$ cat config.mk
export PLATFORM = sky130hd
export DESIGN_NAME = dn_timer
export DESIGN_NICKNAME = d
export VERILOG_FILES = /design/src/rtl/tmr_pkg.sv /design/src/rtl/tmr_prescale.sv /design/src/rtl/tmr_counter.sv /design/src/rtl/tmr_irq.sv /design/src/rtl/dn_timer.sv
export SDC_FILE = /design/constraint.sdc
export NUM_CORES = 1
export LEC_CHECK = 0
export BUFFER_PORTS_ARGS = -buffer_cell sky130_fd_sc_hd__buf_2
export CORE_UTILIZATION = 35
export DETAILED_ROUTE_END_ITERATION = 7
export GPL_TIMING_DRIVEN = 0
export PLACE_DENSITY = 0.55
export SYNTH_ARGS = -nofsm -noshare
export SYNTH_HDL_FRONTEND = slang
export SYNTH_HIERARCHICAL = 1
export SYNTH_SLANG_ARGS = --single-unit
$ cat constraint.sdc
create_clock -name clk_i -period 6.3 [get_ports clk_i]
set_clock_uncertainty 0.1 [all_clocks]
set_input_delay 0.945 -clock clk_i [delete_from_list [all_inputs] [get_ports clk_i]]
set_output_delay 0.945 -clock clk_i [all_outputs]
set_load 0.01 [all_outputs]
$ cat src/rtl/tmr_pkg.sv
package tmr_pkg;
  localparam int CTRL_W     = 8;
  localparam int B_ONESHOT  = 0;
  localparam int B_SIZE32   = 1;
  localparam int B_PRE_LO   = 2;
  localparam int B_INTEN    = 5;
  localparam int B_PERIODIC = 6;
  localparam int B_EN       = 7;
  localparam logic [CTRL_W-1:0] CTRL_VALID = 8'hEF;
  localparam logic [CTRL_W-1:0] CTRL_RST   = 8'h20;

  typedef struct packed {
    logic       en;
    logic       periodic;
    logic       inten;
    logic [1:0] pre;
    logic       size32;
    logic       oneshot;
  } tmr_cfg_t;

  function automatic tmr_cfg_t decode_cfg(input logic [CTRL_W-1:0] c);
    tmr_cfg_t r;
    r.en       = c[B_EN];
    r.periodic = c[B_PERIODIC];
    r.inten    = c[B_INTEN];
    r.pre      = c[B_PRE_LO+1:B_PRE_LO];
    r.size32   = c[B_SIZE32];
    r.oneshot  = c[B_ONESHOT];
    return r;
  endfunction
endpackage

$ cat src/rtl/tmr_prescale.sv
module tmr_prescale #(
  parameter int PRE_STEP = 4
) (
  input  logic       clk_i,
  input  logic       rst_ni,
  input  logic       restart_i,
  input  logic [1:0] code_i,
  output logic       tick_o
);
  localparam int DIV_W = 2 * PRE_STEP;

  logic [DIV_W-1:0] div_q;

  always_ff @(posedge clk_i or negedge rst_ni) begin
    if (!rst_ni)        div_q <= '0;
    else if (restart_i) div_q <= '0;
    else                div_q <= div_q + 1'b1;
  end

  always_comb begin
    unique case (code_i)
      2'd0:    tick_o = 1'b1;
      2'd1:    tick_o = &div_q[PRE_STEP-1:0];
      default: tick_o = &div_q;  // code 3 aliases code 2
    endcase
  end

  // with divide-by-16 two ticks are never adjacent
  a_r3_div16_gap: assert property (@(posedge clk_i) disable iff (!rst_ni)
    (code_i == 2'd1 && tick_o && !restart_i) |=> !tick_o);
endmodule

$ cat src/rtl/tmr_counter.sv
module tmr_counter
  import tmr_pkg::*;
#(
  parameter int CNT_W = 32
) (
  input  logic             clk_i,
  input  logic             rst_ni,
  input  tmr_cfg_t         cfg_i,
  input  logic             tick_i,
  input  logic             load_we_i,
  input  logic             bgload_we_i,
  input  logic             ctrl_we_i,
  input  logic             wr_en_bit_i,
  input  logic [CNT_W-1:0] wdata_i,
  output logic [CNT_W-1:0] cnt_o,
  output logic [CNT_W-1:0] load_o,
  output logic             hit_o
);
  localparam int HALF_W = CNT_W / 2;
  localparam logic [HALF_W-1:0] ONE_H = 1;
  localparam logic [CNT_W-1:0]  ONE_F = 1;

  logic [CNT_W-1:0] cnt_q, load_q, reload_val, dec_val;
  logic             done_q, step, act_zero, act_one, wd_zero, hi_zero;

  assign hi_zero  = (cnt_q[CNT_W-1:HALF_W] == '0) || !cfg_i.size32;
  assign act_zero = (cnt_q[HALF_W-1:0] == '0) && hi_zero;
  assign act_one  = (cnt_q[HALF_W-1:0] == ONE_H) && hi_zero;
  assign wd_zero  = (wdata_i[HALF_W-1:0] == '0) &&
                    ((wdata_i[CNT_W-1:HALF_W] == '0) || !cfg_i.size32);

  assign step = tick_i && cfg_i.en && !done_q && !load_we_i && !ctrl_we_i;

  always_comb begin
    if (cfg_i.periodic)
      reload_val = cfg_i.size32 ? load_q : {cnt_q[CNT_W-1:HALF_W], load_q[HALF_W-1:0]};
    else
      reload_val = cfg_i.size32 ? '1 : {cnt_q[CNT_W-1:HALF_W], {HALF_W{1'b1}}};
    dec_val = cfg_i.size32 ? (cnt_q - ONE_F)
                           : {cnt_q[CNT_W-1:HALF_W], cnt_q[HALF_W-1:0] - ONE_H};
  end

  always_ff @(posedge clk_i or negedge rst_ni) begin
    if (!rst_ni) begin
      cnt_q  <= '1;
      load_q <= '0;
      done_q <= 1'b0;
    end else if (load_we_i) begin
      load_q <= wdata_i;
      cnt_q  <= wdata_i;
      if (cfg_i.periodic) done_q <= wd_zero;
    end else begin
      if (bgload_we_i) load_q <= wdata_i;
      if (ctrl_we_i) begin
        if (wr_en_bit_i) done_q <= 1'b0;
      end else if (step) begin
        cnt_q <= act_zero ? reload_val : dec_val;
        if (act_one && cfg_i.oneshot) done_q <= 1'b1;
      end
    end
  end

  assign hit_o  = step && act_one;
  assign cnt_o  = cnt_q;
  assign load_o = load_q;

  // narrow width never alters the upper count half on a step
  a_r6_upper_kept: assert property (@(posedge clk_i) disable iff (!rst_ni)
    (step && !cfg_i.size32) |=> $stable(cnt_q[CNT_W-1:HALF_W]));
  // a halted counter holds its value until software intervenes
  a_r9_halt_holds: assert property (@(posedge clk_i) disable iff (!rst_ni)
    (done_q && !load_we_i && !ctrl_we_i) |=> $stable(cnt_q));
  // disabled counter does not move without a load
  a_r11_no_step_off: assert property (@(posedge clk_i) disable iff (!rst_ni)
    (!cfg_i.en && !load_we_i) |=> $stable(cnt_q));
endmodule

$ cat src/rtl/tmr_irq.sv
module tmr_irq (
  input  logic clk_i,
  input  logic rst_ni,
  input  logic hit_i,
  input  logic clr_i,
  input  logic inten_i,
  output logic ris_o,
  output logic mis_o
);
  logic ris_q;

  always_ff @(posedge clk_i or negedge rst_ni) begin
    if (!rst_ni)     ris_q <= 1'b0;
    else if (hit_i)  ris_q <= 1'b1;  // set beats clear
    else if (clr_i)  ris_q <= 1'b0;
  end

  assign ris_o = ris_q;
  assign mis_o = ris_q & inten_i;

  a_r7_set_wins: assert property (@(posedge clk_i) disable iff (!rst_ni)
    hit_i |=> ris_o);
  a_r7_clear: assert property (@(posedge clk_i) disable iff (!rst_ni)
    (clr_i && !hit_i) |=> !ris_o);
  a_r7_sticky: assert property (@(posedge clk_i) disable iff (!rst_ni)
    (ris_o && !clr_i) |=> ris_o);
endmodule

$ cat src/rtl/dn_timer.sv
module dn_timer
  import tmr_pkg::*;
#(
  parameter int CNT_W    = 32,
  parameter int PRE_STEP = 4
) (
  input  logic             clk_i,
  input  logic             rst_ni,
  input  logic [CNT_W-1:0] wdata_i,
  input  logic             load_we_i,
  input  logic             bgload_we_i,
  input  logic             ctrl_we_i,
  input  logic             intclr_we_i,
  output logic [CNT_W-1:0] count_o,
  output logic [CNT_W-1:0] load_o,
  output logic [CNT_W-1:0] ctrl_o,
  output logic             ris_o,
  output logic             mis_o
);
  logic [CTRL_W-1:0] ctrl_q;
  tmr_cfg_t          cfg;
  logic              tick, hit;

  always_ff @(posedge clk_i or negedge rst_ni) begin
    if (!rst_ni)        ctrl_q <= CTRL_RST;
    else if (ctrl_we_i) ctrl_q <= wdata_i[CTRL_W-1:0] & CTRL_VALID;
  end

  assign cfg    = decode_cfg(ctrl_q);
  assign ctrl_o = {{(CNT_W-CTRL_W){1'b0}}, ctrl_q};

  tmr_prescale #(.PRE_STEP(PRE_STEP)) u_pre (
    .clk_i, .rst_ni,
    .restart_i (ctrl_we_i),
    .code_i    (cfg.pre),
    .tick_o    (tick)
  );

  tmr_counter #(.CNT_W(CNT_W)) u_cnt (
    .clk_i, .rst_ni,
    .cfg_i       (cfg),
    .tick_i      (tick),
    .load_we_i,
    .bgload_we_i,
    .ctrl_we_i,
    .wr_en_bit_i (wdata_i[B_EN]),
    .wdata_i,
    .cnt_o       (count_o),
    .load_o,
    .hit_o       (hit)
  );

  tmr_irq u_irq (
    .clk_i, .rst_ni,
    .hit_i   (hit),
    .clr_i   (intclr_we_i),
    .inten_i (cfg.inten),
    .ris_o,
    .mis_o
  );

  // reserved control bits never become set
  a_r2_reserved_zero: assert property (@(posedge clk_i) disable iff (!rst_ni)
    ctrl_we_i |=> (ctrl_o[4] == 1'b0 && ctrl_o[CNT_W-1:CTRL_W] == '0));
  // masked output stays low while interrupts are disabled
  a_r8_masked: assert property (@(posedge clk_i) disable iff (!rst_ni)
    !ctrl_o[B_INTEN] |-> !mis_o);
endmodule

==> flow_summary.json, run 1 <==
{
  "synth.area.top_cells": "dfrtp_1 (25%), dfstp_2 (18%), mux2_2 (7.9%)",
  "tightest_slew_ns": 0.7420,
  "period_needed_ns": 3.046,
  "cts-root-buf": "clkbuf_16",
  "drt_iter0_markers": 305,
  "dr_wl_met3_um": 877,
  "grt_pass1_wl_mm": 23.84,
  "setup-violations-final": 0,
  "highest_layer": "met4",
  "first_global_vias": 4238,
  "clock_path_buffers": 2,
  "ioPinCount": 136,
  "fin_ws_ns": 3.254,
  "core_um2": 13190,
  "maxSlewViolCount": 0,
  "num_vias": 4317,
  "hp-class": "reg -> reg",
  "grt_max_degree": 43,
  "wirelength_mm": 15.19,
  "yosys_warnings": 6,
  "cp_max_fo": 8,
  "drt_first_pass_iters": 5,
  "power_density_nw_per_um2": 249.0,
  "fmax_mhz": 328.3,
  "postSynth.asyncResetShare_pct": 100.0,
  "wl_met1_mm": 6.928,
  "vdd_drop_max_mv": 0.1122,
  "post-place-ws_ns": 3.320,
  "start_kind": "flip-flop",
  "drive_gt1_share_pct": 38.38,
  "fin_setup_tns_ns": 0,
  "clock_latency_ns": 0.34,
  "timing.final.hold_violations": 0,
  "seq_area_frac_synth_pct": 43.87,
  "fin_crit_sh_pct": 48.34,
  "wire_per_inst_um": 18.89,
  "synth_seq_cells": 81,
  "grt_usage_pct": 22.39,
  "rrSetupSlack_ns": 3.25,
  "finalNetCount": 664,
  "die_area_um2": 13940,
  "synth_cell_types": 65,
  "yosysTopAreaCellShare_pct": 25.48,
  "diodes": 0,
  "io_buffers": 110,
  "post-cts-setup-buffers": 0,
  "cts-htree-levels": 3,
  "clkSinkCount": 81,
  "initial_core_util_pct": 35.74,
  "drtAntennaViolNets": 0,
  "area_growth_pct": 25.11,
  "dp.final_hpwl_mm": 11.19,
  "syn-instance-count": 477,
  "clkTransAtPathRegs_ns": 0.06,
  "path_class": "reg -> reg",
  "vias_per_cell": 5.369,
  "die_h_um": 118.1,
  "rsz0062_at_grt": "no",
  "antenna_found_initial": 0,
  "ys.flop_type": "dfrtp_1",
  "cts_tree": "done",
  "cp-end-kind": "flip-flop",
  "cts_resized": 0,
  "cp.required_ns": 6.44,
  "syn_area_per_cell_um2": 9.884,
  "wl_met2_mm": 7.020,
  "drv_cap": 0,
  "grt_overflow_total": 0,
  "p_leak_nw": 2.525,
  "outcome": "finished clean",
  "cts_made_buffers": 9,
  "synth_edf_count": 0,
  "row_count": 42,
  "die_x_um": 118.1,
  "route.detailed.drc": 0,
  "arrival_ns": 3.19,
  "place.gp.congestion": 0.8750,
  "total_power_w": 0.001469,
  "relSlewSlack_pct": 50.53,
  "hold_buffers": 0,
  "netlist.top_cell.by_area": "dfrtp_1",
  "syn-cell-area_um2": 4715
}
[kinds of logic (layout without fill, tap and decap cells)]
logic type      Yosys count  count (layout)  synth area share [%]
other cells               1              25               0.07954
fa+ha+maj                 3               3                0.7963
mux                      42              42                 10.54
buf+inv                  58             185                 7.033
simple gates            166             166                 18.92
compound gates          109             109                 15.61
xor+xnor                 17              17                 3.158
flops                    81              81                 43.87
[flip-flops by register name (all words and copies together), names as in the netlist]
register and flops:
u_cnt/cnt_o 32, u_irq/ris_o 1, u_cnt/load_o 32, u_pre/div_q 8, u_cnt/done_q 1, ctrl_q 7
[per-stage QoR]
| stage | hold WS [ns] | cell area [um^2] | util (%) | instances |
|---|---|---|---|---|
| floorplan | 0.3442 | 4805 | - | 501 |
| global placement | 0.3623 | 5575 | 42.27 | 787 |
| detailed placement | 0.3656 | 5598 | 42.44 | 788 |
| CTS | 0.3746 | 5898 | 44.72 | 804 |
| global route | 0.3955 | 5898 | 44.72 | 804 |
| finish | 0.3719 | 5898 | 44.72 | 804 |
[Yosys cell counts (all sizes together) (3+ instances only)]
library cell and count:
o31a 3, nand4 5, xor2 10, dfstp 33
nand3 13, and3 5, o21ai 29, o311ai 4
o211ai 10, clkbuf 21, or3 16, dfrtp 48
o21a 3, xnor2 7, a31oi 6, inv 6
a22oi 7, nor4 15, buf 31, nor2 30
nand2 40, ha 3, o31ai 14, and2 3
mux2 40, or4 6, a21oi 15, nor3 19
[report_power, final]
group / leakage [nW] / internal [W] / switching (W)
logic: 1.45 / 0.000124 / 0.000160
registers: 0.927 / 0.000586 / 0.0000585
clock network: 0.150 / 0.000328 / 0.000213
[path summary, 6_finish.rpt]
| check | start | endpoint | depth (start not counted) |
|---|---|---|---|
| hold reg to reg | u_pre/div_q[0] | u_pre/div_q[0] | 1 |
| setup / recovery | u_cnt/cnt_o[16] | u_cnt/cnt_o[4] | 7 |
| max in group asynchronous | rst_ni | u_cnt/cnt_o[20] | 2 |
| min in group asynchronous | rst_ni | u_cnt/load_o[6] | 1 |
| setup reg to reg | u_cnt/cnt_o[16] | u_cnt/cnt_o[4] | 7 |
| hold / removal | u_pre/div_q[0] | u_pre/div_q[0] | 1 |
[worst max-delay path, cell delays in order, from the launching register on]
cell	delay (ns)
dfstp_2	0.40
or3_1	0.36
buf_2	0.17
nand4bb_1	0.44
o31ai_1	0.47
nand3_1	0.50
o211ai_1	0.37
o211ai_1	0.14
[final cells by class]
cell class | instances | area [um^2]
sequential | 81 | 2068
inverter | 6 | 22.52
clock inverter | 3 | 40.04
fill | 1314 | 7292
buffer | 52 | 309.0
clock buffer | 13 | 260.3
timing repair buffer | 111 | 573.1
tap | 176 | 220.2
multi-input combinational | 362 | 2405
[layout by cell type, fill, tap and decap left out, types with 6 or more instances in the layout]
cell type  instances
nand2_1           40
conb_1            25
o211ai_1          10
xor2_1            10
buf_4             26
a21oi_1           15
o21ai_1            7
dfrtp_1           48
nor2_1            27
inv_1              6
or3_1             16
mux2_4             7
a22oi_1            7
nor3_1            17
nand3_1           12
clkbuf_1          23
o21ai_0           21
clkbuf_16          9
mux2_2            33
xnor2_1            7
dfstp_2           33
a31oi_1            6
buf_2            113
nor4_1            15
o31ai_1           13
[layer usage]
layer | GRT usage (%) | up-vias
li1 | - | 2008
met1 | 30.60 | 2110
met2 | 34.19 | 173
met3 | 4.167 | 26
met4 | 10.34 | 0
met5 | 0 | -
Note: power is estimated with default switching activity, not from simulation.
==> run 2, diff against run 1 <==
- clock period: 6.3 -> 3 ns (I/O delays scaled with it)
==> run 2 against run 1 <==
Against the previous run:
- the flow now finishes with violations (hold timing)
- register-to-register slack got worse by 3.2 ns
- global-route usage did not move
- fmax rose by 5.0%
- die area did not move
- clock power rose by 110%
- via count rose by 0.49%
- combinational power rose by 110%
- non-clock buffer count did not move
- hold slack got worse by 0.37 ns
- sequential share of layout area fell by 0.19 points
- worst setup slack got worse by 3.2 ns
- largest power group unchanged
- highest routed layer unchanged
==> flow_summary.json, run 2 (synthesized netlist as in run 1, its figures left out) <==
{
  "setup-violations-final": 0,
  "core_um2": 13190,
  "hp-class": "in -> async",
  "relSlewSlack_pct": 50.74,
  "ff2ff_path_depth": 8,
  "power_density_nw_per_um2": 521.0,
  "tightest_slew_ns": 0.7388,
  "drt_iter0_markers": 301,
  "fin_setup_tns_ns": 0,
  "dr_wl_met3_mm": 1.026,
  "finalNetCount": 664,
  "die_area_um2": 13940,
  "worst_r2r_endpoint": "u_cnt/cnt_o[30]",
  "start_kind": "flip-flop",
  "ioPinCount": 136,
  "final_common_cell": "buf_2",
  "wl_met1_mm": 6.824,
  "timing.final.hold_violations": 1,
  "highest_layer": "met4",
  "cts-htree-levels": 3,
  "period_needed_ns": 2.901,
  "clkSinkCount": 81,
  "vias_per_cell": 5.396,
  "instances_no_fill": 804,
  "placedCellCount": 788,
  "hold_buffers": 0,
  "critPathMaxStageDelay_ns": 0.51,
  "wire_per_inst_um": 18.91,
  "drtAntennaViolNets": 0,
  "initial_core_util_pct": 35.74,
  "seq_area_um2": 2068,
  "pwr-share-seq_pct": 43.8,
  "p_clk_share_pct": 36.8,
  "clkTransAtPathRegs_ns": 0.06,
  "crit_family": "simple AND/OR/NAND/NOR gates",
  "holdWs_ns": -0.002432,
  "cp-end-kind": "flip-flop",
  "dp.final_hpwl_mm": 11.19,
  "wirelength_mm": 15.20,
  "path_cells": "clkbuf_1 > or4_1 > or3_1 > or2_1 > nor2_2 > clkbuf_4 > o21ai_0 > a31oi_1",
  "outcome": "complete, but fails checks",
  "path_class": "reg -> reg",
  "route.detailed.drc": 0,
  "violations": "hold timing",
  "fill_cells": 1315,
  "grt_max_degree": 43,
  "r2r-start": "u_cnt/cnt_o[3]",
  "internal-power_w": 0.002180,
  "grt_pass1_wl_mm": 23.84,
  "p_comb_share_pct": 19.4,
  "grt_usage_pct": 22.39,
  "p_sw_share_pct": 29.43,
  "cts_tree": "done",
  "drv_cap": 0,
  "slowest_stage": "or4_1",
  "die_h_um": 118.1,
  "num_vias": 4338,
  "arrival_ns": 3.06,
  "drive_gt1_share_pct": 39.33,
  "place.gp.congestion": 0.8750,
  "row_count": 42,
  "layout_common_cells": "buf_2 (112), dfrtp_1 (48), nand2_1 (40), dfstp_2 (33), mux2_2 (33)",
  "post-cts-setup-buffers": 0,
  "cts-root-buf": "clkbuf_16",
  "rsz0062_at_grt": "yes",
  "fmax_mhz": 344.7,
  "cp_max_fo": 10,
  "clock_path_buffers": 2,
  "power.switching_w": 0.0009094,
  "wl_met2_mm": 6.986,
  "p_leak_nw": 2.538,
  "total_power_w": 0.003090,
  "die_x_um": 118.1,
  "antenna_found_initial": 0,
  "rrSetupSlack_ns": 0.1,
  "drt_first_pass_iters": 5,
  "cts_made_buffers": 9,
  "vdd_drop_max_mv": 0.2343,
  "area_growth_pct": 25.80,
  "maxSlewViolCount": 0,
  "multi_input_area_um2": 2432,
  "grt_overflow_total": 0,
  "cp.required_ns": 3.16,
  "first_global_vias": 4238,
  "diodes": 0,
  "clock_latency_ns": 0.34,
  "fin_crit_sh_pct": 96.69,
  "worst-path-buf-inv": 2,
  "io_buffers": 110
}
## run 2: layout make-up
type	count	share of cell area, %
clock inverter	3	0.6751
buffer	52	5.295
clock buffer	13	4.388
sequential	81	34.87
tap	176	3.713
timing repair buffer	111	9.662
multi-input combinational	362	41.01
inverter	6	0.3797
## run 2: power groups by stage
stage	logic (W)	registers [W]	clock network, W
6_report	0.000599	0.00135	0.00114
5_1_grt	0.000654	0.00137	0.00120
4_1_cts	0.000596	0.00135	0.00116
3_5_place_dp	0.000595	0.00137	0
3_3_place_gp	0.000582	0.00136	0
2_1_floorplan	0.000305	0.00138	0
## run 2: worst max-delay path by stage
stage	start	endpoint	slack, ns	cells past startpoint
global route	u_cnt/cnt_o[3]	u_cnt/cnt_o[5]	-0.004	8
detailed placement	u_cnt/cnt_o[16]	u_cnt/cnt_o[4]	0.02	7
global placement	u_cnt/cnt_o[3]	u_cnt/cnt_o[23]	0.08	8
CTS	u_cnt/cnt_o[16]	u_cnt/cnt_o[4]	0.0005	7
finish	u_cnt/cnt_o[3]	u_cnt/cnt_o[30]	0.1	8
floorplan	u_cnt/cnt_o[14]	u_cnt/cnt_o[21]	0.45	8
## run 2: repair_timing
action / in CTS / in global routing
hold endpoints to repair: 0 / 0
setup endpoints to repair: 0 / 28
gates resized for setup: 0 / 10
## run 2: worst register-to-register path, cell delays in order (launching register included)
cell and delay, ns:
dfstp_2 0.37, clkbuf_1 0.16, or4_1 0.51, or3_1 0.50
or2_1 0.33, nor2_2 0.24, clkbuf_4 0.30, o21ai_0 0.12
a31oi_1 0.19
## run 2: metrics by stage
stage / instance area, um^2 / worst slack, ns / utilization, %
floorplan: 4805 / 0.4543 / -
global placement: 5575 / 0.08420 / 42.27
detailed placement: 5598 / 0.02035 / 42.44
CTS: 5898 / 0.0004559 / 44.72
global route: 5931 / -0.003910 / 44.96
finish: 5931 / 0.09929 / 44.96
## run 2: routing by layer
metal,global-route usage [%],vias up
met5,0,-
met4,10.34,0
met3,4.167,29
met2,34.19,205
met1,30.60,2092
li1,-,2012
